`src/rtl/lcd_scan_pkg.sv`:
```
package lcd_scan_pkg;

  typedef enum logic [1:0] {
    LVL_GND   = 2'b00,
    LVL_LOW   = 2'b01,
    LVL_HIGH  = 2'b10,
    LVL_TOP   = 2'b11
  } drv_lvl_e;

  // pixel x alternation table
  function automatic drv_lvl_e encode_px(input logic px, input logic alt);
    unique case ({alt, px})
      2'b00:   return LVL_LOW;
      2'b01:   return LVL_GND;
      2'b10:   return LVL_HIGH;
      default: return LVL_TOP;
    endcase
  endfunction

endpackage

```
`src/rtl/lcd_in_sync.sv`:
```
module lcd_in_sync #(
  parameter int          W       = 1,
  parameter logic [W-1:0] RST_VAL = '0
) (
  input  logic         clk_i,
  input  logic         rst_ni,
  input  logic [W-1:0] d_i,
  output logic [W-1:0] q_o
);
  logic [W-1:0] s1_q, s2_q;

  always_ff @(posedge clk_i or negedge rst_ni) begin
    if (!rst_ni) begin
      s1_q <= RST_VAL;
      s2_q <= RST_VAL;
    end else begin
      s1_q <= d_i;
      s2_q <= s1_q;
    end
  end

  assign q_o = s2_q;
endmodule

```
`src/rtl/lcd_line_scan.sv`:
```
module lcd_line_scan #(
  parameter int NUM_COLS  = 240,
  parameter int NUM_LINES = 160,
  parameter int AW        = $clog2(NUM_LINES)
) (
  input  logic                clk_i,
  input  logic                rst_ni,
  input  logic                shift_s_i,
  input  logic                fs_s_i,
  input  logic [NUM_COLS-1:0] mem_rd_data_i,
  output logic [AW-1:0]       mem_rd_addr_o,
  output logic [NUM_COLS-1:0] line_o
);
  localparam logic [AW-1:0] LAST = AW'(NUM_LINES - 1);

  logic                shift_prev_q;
  logic                fall;
  logic [AW-1:0]       cnt_q, cnt_d;
  logic [NUM_COLS-1:0] line_q;

  assign fall = shift_prev_q & ~shift_s_i;
  assign mem_rd_addr_o = fs_s_i ? '0 : cnt_q;

  always_comb begin
    cnt_d = cnt_q;
    if (fall) begin
      if (fs_s_i)             cnt_d = AW'(1);
      else if (cnt_q == LAST) cnt_d = '0;
      else                    cnt_d = cnt_q + AW'(1);
    end
  end

  always_ff @(posedge clk_i or negedge rst_ni) begin
    if (!rst_ni) begin
      shift_prev_q <= 1'b0;
      cnt_q        <= '0;
      line_q       <= '0;
    end else begin
      shift_prev_q <= shift_s_i;
      cnt_q        <= cnt_d;
      if (fall) line_q <= mem_rd_data_i;
    end
  end

  assign line_o = line_q;

  assert_step_R6: assert property (@(posedge clk_i) disable iff (!rst_ni)
    (fall && !fs_s_i && cnt_q != LAST) |=> cnt_q == $past(cnt_q) + AW'(1));
  assert_wrap_R6: assert property (@(posedge clk_i) disable iff (!rst_ni)
    (fall && !fs_s_i && cnt_q == LAST) |=> cnt_q == '0);
  assert_frame_R7: assert property (@(posedge clk_i) disable iff (!rst_ni)
    (fall && fs_s_i) |=> (cnt_q == AW'(1)) && (line_q == $past(mem_rd_data_i)));
  assert_hold_R8: assert property (@(posedge clk_i) disable iff (!rst_ni)
    !fall |=> $stable(cnt_q) && $stable(line_q));
  assert_range_R6: assert property (@(posedge clk_i) disable iff (!rst_ni)
    cnt_q <= LAST);
  assert_pulse_R9: assert property (@(posedge clk_i) disable iff (!rst_ni)
    fall |=> !fall);
endmodule

```
`src/rtl/lcd_level_enc.sv`:
```
module lcd_level_enc
  import lcd_scan_pkg::*;
#(
  parameter int NUM_COLS = 240
) (
  input  logic [NUM_COLS-1:0]   line_i,
  input  logic                  alt_i,
  input  logic                  disp_en_i,
  output logic [2*NUM_COLS-1:0] level_o
);
  for (genvar c = 0; c < NUM_COLS; c++) begin : g_col
    drv_lvl_e lvl;
    assign lvl = disp_en_i ? encode_px(line_i[c], alt_i) : LVL_GND;
    assign level_o[2*c +: 2] = lvl;
  end
endmodule

```
`src/rtl/lcd_col_scan.sv`:
```
module lcd_col_scan #(
  parameter int NUM_COLS  = 240,
  parameter int NUM_LINES = 160,
  parameter int AW        = $clog2(NUM_LINES)
) (
  input  logic                  clk_i,
  input  logic                  rst_ni,
  input  logic                  shift_clk_i,
  input  logic                  frame_start_i,
  input  logic                  alt_i,
  input  logic                  disp_on_ni,
  output logic [AW-1:0]         mem_rd_addr_o,
  input  logic [NUM_COLS-1:0]   mem_rd_data_i,
  output logic [2*NUM_COLS-1:0] level_o
);
  logic shift_s, fs_s, alt_s, don_s;
  logic [NUM_COLS-1:0] line;

  // reset value 0 on display-on keeps outputs at ground until synced
  lcd_in_sync #(.W(4), .RST_VAL(4'b0000)) u_sync (
    .clk_i  (clk_i),
    .rst_ni (rst_ni),
    .d_i    ({shift_clk_i, frame_start_i, alt_i, disp_on_ni}),
    .q_o    ({shift_s, fs_s, alt_s, don_s})
  );

  lcd_line_scan #(.NUM_COLS(NUM_COLS), .NUM_LINES(NUM_LINES), .AW(AW)) u_scan (
    .clk_i         (clk_i),
    .rst_ni        (rst_ni),
    .shift_s_i     (shift_s),
    .fs_s_i        (fs_s),
    .mem_rd_data_i (mem_rd_data_i),
    .mem_rd_addr_o (mem_rd_addr_o),
    .line_o        (line)
  );

  lcd_level_enc #(.NUM_COLS(NUM_COLS)) u_enc (
    .line_i    (line),
    .alt_i     (alt_s),
    .disp_en_i (don_s),
    .level_o   (level_o)
  );

  assert_off_R4: assert property (@(posedge clk_i) disable iff (!rst_ni)
    !don_s |-> level_o == '0);
  assert_addr_R7: assert property (@(posedge clk_i) disable iff (!rst_ni)
    fs_s |-> mem_rd_addr_o == '0);
  assert_col0_R3: assert property (@(posedge clk_i) disable iff (!rst_ni)
    (don_s && alt_s) |-> level_o[1]);
endmodule

```
`config.mk`:
```
export PLATFORM = sky130hd
export DESIGN_NAME = lcd_col_scan
export DESIGN_NICKNAME = d
export VERILOG_FILES = /design/src/rtl/lcd_scan_pkg.sv /design/src/rtl/lcd_in_sync.sv /design/src/rtl/lcd_line_scan.sv /design/src/rtl/lcd_level_enc.sv /design/src/rtl/lcd_col_scan.sv
export SDC_FILE = /design/constraint.sdc
export NUM_CORES = 1
export LEC_CHECK = 0
export BUFFER_PORTS_ARGS = -buffer_cell sky130_fd_sc_hd__buf_2
export CELL_PAD_IN_SITES_DETAIL_PLACEMENT = 0
export CELL_PAD_IN_SITES_GLOBAL_PLACEMENT = 1
export CORE_AREA = 2 2 282 284
export CTS_BUF_LIST = sky130_fd_sc_hd__clkbuf_8 sky130_fd_sc_hd__clkbuf_16
export DETAILED_ROUTE_END_ITERATION = 6
export DIE_AREA = 0 0 284 286
export PLACE_DENSITY = 0.55
export SLEW_MARGIN = 20
export SYNTH_ARGS = -nofsm -noshare
export SYNTH_HDL_FRONTEND = slang
export SYNTH_SLANG_ARGS = --single-unit
export TNS_END_PERCENT = 10
```
`constraint.sdc`:
```
create_clock -name clk_i -period 5.3 [get_ports clk_i]
set_input_delay 0.265 -clock clk_i [delete_from_list [all_inputs] [get_ports clk_i]]
set_output_delay 0.265 -clock clk_i [all_outputs]
set_load 0.005 [all_outputs]
```
==> metrics.cfg, run 1 <==
[sta]
hold_violations = 0
skew_ns = 0.04040
max_freq_ghz = 0.3351
finalCriticalPeriod_ns = 2.984
rsz0062_at_grt = false
period_share_pct = 56.31
maxSlewHeadroom_pct = 31.10
tightest_slew_ns = 1.034
setup_viol = 0
fin_ws_ns = 2.316
slew_violations = 0
setup_tns_ns = 0

[placed_design]
hpwl_microns = 39510
gp_congestion = 0.7871
dp_cells = 3300
dp_slack_ns = 2.551
place.port_buffers = 733
place_area_sq_um = 18220

[detailed_routing]
dr_total_vias = 13838
detail-route-antenna-nets = 0
drc_errors = 0
drtPass1Iterations = 4
via_per_inst = 3.828
routed_wl_microns = 55960
routedWlPerCell_microns = 15.48
drt-initial-drc-count = 540

[floorplanning]
die_area_sq_um = 81220
die_h_microns = 286
ios = 734
die_w_microns = 284
start_util_pct = 19.62
core_sq_um = 78360
rows = 103

[worst_setup_path]
cp.required_ns = 5.04
worstSetupStartpointType = flop
cp_max_fo = 190
r2r_slack_ns = 3.04
worstSetupEndpointType = output pin
worstPathArrival_ns = 2.72
r2r_start = u_scan.shift_prev_q
path_class = flop to output pin
cp-startpoint = u_sync.q_o[0]

[clocking]
h-tree-depth = 2
cts_setup_buffers = 0
clk_pin_slew_ns = 0.05
cts_root_buf = clkbuf_16
cts_tree = yes
insertion_delay_ns = 0.55
cts_buffers = 36
clockBufferDepth = 3
cts_sinks = 257

[synthesis]
avgSynthCellArea_sq_um = 8.302
syn-num-nets = 2099
synth_seq_cells = 257
synth-compound-area-share_pct = 0.5696
synth_cell_types = 32
synth_top_family_by_area = simple AND/OR/NAND/NOR gates
synth_cells = 1852
netlist_area_sq_um = 15380
synth-adder-area-share_pct = 0.08137
synth_warnings = 0
synthFlopType = dfrtp_1
synth-xor-area-share_pct = 13.73
yosys.area_share.simple_pct = 28.59
ys_seq_area_share_pct = 41.83
synthMuxAreaShare_pct = 0.06510
synth_edf_count = 0
ys_async_sr_fraction_pct = 100.0

[grt]
grt_overflow = 0
grtUsageTotal_pct = 13.38
antenna_found_initial = 36
grt_first_pass_wirelength_microns = 85420
first_global_vias = 14234
grt_max_degree = 191

[power_and_ir_drop]
p_per_area_nw_per_um2 = 290.2
totalPowerFinal_mw = 6.341
cellLeakagePower_nw = 11.44
peakVddDrop_mv = 0.1923

[cells_and_area]
area_growth_pct = 42.10
layout-drive-gt1-share_pct = 31.51
nNetsFinal = 2779
finalNonFillerCells = 3615
design_area_sq_um = 21850

[flow_run]
maxCapViolations = 0

[worst_hold_path]
hp-class = input port to flop
hp-start = mem_rd_data_i[61]

[status]
status = completed

cells by family after synthesis:
logic type / after synthesis
and+or+nand+nor: 990
buffers and inverters: 349
DFF: 257
xor gates and xnor gates: 241
AOI/OAI and AO/OA: 13
muxes: 1
adders and majority gates: 1
cells in the mapped netlist, types with 2 or more instances:
cell      instances  area [sq um]
buf_2            40         200.2
o21ai_0           4         20.02
xnor2_1         240          2102
nand3b_1          2         15.01
o21bai_1          2         15.01
a21oi_1           2         10.01
nor2_1            3         11.26
nor2b_1           8         50.05
clkbuf_1         44         165.2
and2_1          241          1508
a22oi_1           2         15.01
or3_1             2         12.51
buf_4           258          1937
buf_1             6         22.52
dfrtp_1         257          6431
nand2_1         725          2721
state kept, by name (all words and copies together) (netlist names):
name	cells
u_scan.shift_prev_q	1
u_sync.s1_q	4
u_scan.cnt_q	8
u_scan.line_o	240
u_sync.q_o	4
worst paths after layout:
| kind | depth (start not counted) | endpoint |
|---|---|---|
| min reg2reg | 0 | u_sync.q_o[1] |
| max reg2reg | 5 | u_scan.line_o[164] |
| max in group asynchronous | 3 | u_sync.q_o[0] |
| min | 3 | u_scan.line_o[61] |
| max | 3 | level_o[201] |
| min in group asynchronous | 2 | u_scan.cnt_q[5] |
report_power, final:
group          switching [mW]  internal [mW]  total [mW]  leakage (nW)
combinational           0.731          0.810        1.54          7.67
sequential              0.208           2.22        2.42          3.15
clock                   0.962           1.41        2.38         0.609
what timing repair did:
item                                   CTS  global route
gates resized for setup                  0             0
endpoints found under the hold margin  323             0
hold buffers                           244             0
critical path, cell delays in order, from the launching register on:
cell and delay, ns:
dfrtp_4 0.67, and2_4 0.48, buf_6 0.62, buf_2 0.25
cell usage in the layout (no fill, tap or decap), types with 10 or more instances in the layout:
cell and instances:
clkbuf_16 37, xnor2_1 240, dlygate4sd3_1 244, nand2_1 725, diode_2 10, dfrtp_1 255, and2_1 240, buf_2 732
inv_1 12
layer usage:
metal	share of wire (%)	up-vias	GRT usage, %
li1	-	6679	-
met1	40	6516	15.51
met2	50	515	23.42
met3	7.3	118	3.852
met4	3.1	10	4.882
met5	0.13	-	0
cell type report:
cell class	instances	area [sq um]
Timing Repair Buffer	990	6276
Inverter	1	3.754
Fill cell	8667	56510
Sequential cell	257	6439
Tap cell	1050	1314
Clock buffer	44	1022
Clock inverter	17	136.4
Antenna cell	10	25.02
Multi-Input combinational cell	1246	6634
metrics by stage:
stage / hold WS (ns) / util, %
global placement: 0.3242 / 23.25
CTS: 0.01255 / 27.84
detailed placement: 0.3228 / 23.25
finish: 0.06622 / 27.89
floorplan: -0.03059 / -
global route: 0.01510 / 27.88
Note: power is estimated with default switching activity, not from simulation.
==> inputs of run 2 (changes only) <==
- clock period: 5.3 -> 2.7 ns (I/O delays scaled with it)
==> metrics.cfg, run 2 (synthesized netlist as in run 1, its figures left out) <==
[status]
status = completed

[placed_design]
hpwl_microns = 39700  ; +0.48%
place_area_sq_um = 18370  ; +0.87%
place.port_buffers = 733  ; unchanged
gp_congestion = 0.8321  ; +5.7%
dp_cells = 3306  ; +0.18%
dp_slack_ns = 0.8346  ; -1.716 ns

[floorplanning]
ios = 734  ; unchanged
rows = 103  ; unchanged
core_sq_um = 78360  ; unchanged
die_w_microns = 284  ; unchanged
start_util_pct = 19.62  ; unchanged
die_h_microns = 286  ; unchanged
die_area_sq_um = 81220  ; unchanged

[detailed_routing]
dr_total_vias = 13703  ; -0.98%
detail-route-antenna-nets = 0  ; unchanged
routedWlPerCell_microns = 15.35  ; -0.86%
drc_errors = 0  ; unchanged
via_per_inst = 3.787  ; -1.1%
drt-initial-drc-count = 533  ; -1.3%
drtPass1Iterations = 4  ; unchanged
routed_wl_microns = 55520  ; -0.78%

[worst_setup_path]
path_class = flop to output pin
cp.required_ns = 2.57  ; -2.47 ns
worstSetupStartpointType = flop
worstSetupEndpointType = output pin
worstPathArrival_ns = 2.24  ; -0.48 ns
cp_max_fo = 28  ; -85%

[sta]
hold_violations = 0  ; unchanged
tightest_slew_ns = 0.9708  ; -0.06272 ns
setup_viol = 0  ; unchanged
period_share_pct = 87.90
rsz0062_at_grt = false
maxSlewHeadroom_pct = 35.28  ; +4.2 points
setup_tns_ns = 0  ; unchanged
whs_ns = 0.07290  ; +0.006676 ns
slew_violations = 0  ; unchanged
skew_ns = 0.02620  ; -0.01421 ns
max_freq_ghz = 0.4213
finalCriticalPeriod_ns = 2.373
fin_ws_ns = 0.3266  ; -1.989 ns

[grt]
antenna_found_initial = 18  ; -50%
grtUsageTotal_pct = 13.16  ; -0.22 points
grt_max_degree = 200  ; +4.7%
grt_overflow = 0  ; unchanged
first_global_vias = 13933  ; -2.1%
grt_first_pass_wirelength_microns = 83990  ; -1.7%

[power_and_ir_drop]
totalPowerFinal_mw = 12.41  ; +96%
peakVddDrop_mv = 0.4251  ; +120%
cellLeakagePower_nw = 11.50  ; +0.54%
p_per_area_nw_per_um2 = 564.3  ; +94%

[cells_and_area]
finalNonFillerCells = 3618  ; +0.083%
nNetsFinal = 2786  ; +0.25%
fin_util_pct = 28.07  ; +0.19 points
layout-drive-gt1-share_pct = 31.79  ; +0.28 points
fillCellCount = 8649  ; -0.21%
largest_reg_flops = 240  ; unchanged
final_common_cell = buf_2
area_growth_pct = 43.05
final_cell_mix = buf_2 (732), nand2_1 (725), dfrtp_1 (255), dlygate4sd3_1 (245)
design_area_sq_um = 22000  ; +0.67%

[worst_hold_path]
hp-class = input port to asynchronous set/reset pin

[clocking]
cts_root_buf = clkbuf_16
insertion_delay_ns = 0.54  ; about the same
post_cts_resized = 0  ; unchanged
cts_tree = yes
cts_sinks = 257  ; unchanged
cts_setup_buffers = 0  ; unchanged
h-tree-depth = 2  ; unchanged
clockBufferDepth = 3  ; unchanged
clk_pin_slew_ns = 0.06  ; about the same
cts_buffers = 36  ; unchanged

[flow_run]
maxCapViolations = 0  ; unchanged

==> run 2: final cells by class <==
cell class	count	area, sq um	area share [%]
multi-input cells	1246	6634	30.16
flip-flops and latches	257	6439	29.27
repair buffers	997	6436	29.26
well taps	1050	1314	5.973
clock buffers	45	1036	4.710
clock inverters	18	123.9	0.5631
diodes	4	10.01	0.04551
inverters	1	3.754	0.01706
==> run 2: layer usage <==
layer | part of all wire (%) | vias to the layer above | global-route usage [%] | routed length, microns
li1 | - | 6683 | - | -
met1 | 40 | 6442 | 15.12 | 22070
met2 | 50 | 477 | 23.64 | 27860
met3 | 7.4 | 91 | 3.820 | 4091
met4 | 2.6 | 10 | 3.776 | 1430
met5 | 0.11 | - | 0 | 62
==> run 2: final timing paths <==
check / startpoint / slack (ns) / end / depth (start not counted)
max: u_sync.q_o[1] / 0.33 / level_o[172] / 4
min: rst_ni / 0.07 / u_scan.line_o[1] / 2
max reg2reg: u_sync.q_o[3] / 0.94 / u_scan.line_o[91] / 4
min reg2reg: u_sync.s1_q[2] / 0.35 / u_sync.q_o[2] / 0
max in group asynchronous: rst_ni / 1.72 / u_scan.line_o[159] / 3
min in group clk_i: frame_start_i / 0.25 / u_sync.s1_q[2] / 2
==> run 2: power by group <==
part | leakage (nW) | switching [mW] | internal, mW | total [mW]
Clock | 0.600 | 1.90 | 2.72 | 4.62
Sequential | 3.15 | 0.411 | 4.35 | 4.76
Combinational | 7.74 | 1.41 | 1.61 | 3.03
==> run 2: worst max-delay path, stage by stage, from the launching register on <==
cell and delay [ns]:
dfrtp_4 0.54, buf_4 0.30, xnor2_1 0.48, and2_1 0.21, buf_2 0.13
==> run 2: timing repair <==
item,CTS,global route
hold buffers,245,0
endpoints found under the setup margin,0,0
hold endpoints to repair,467,0
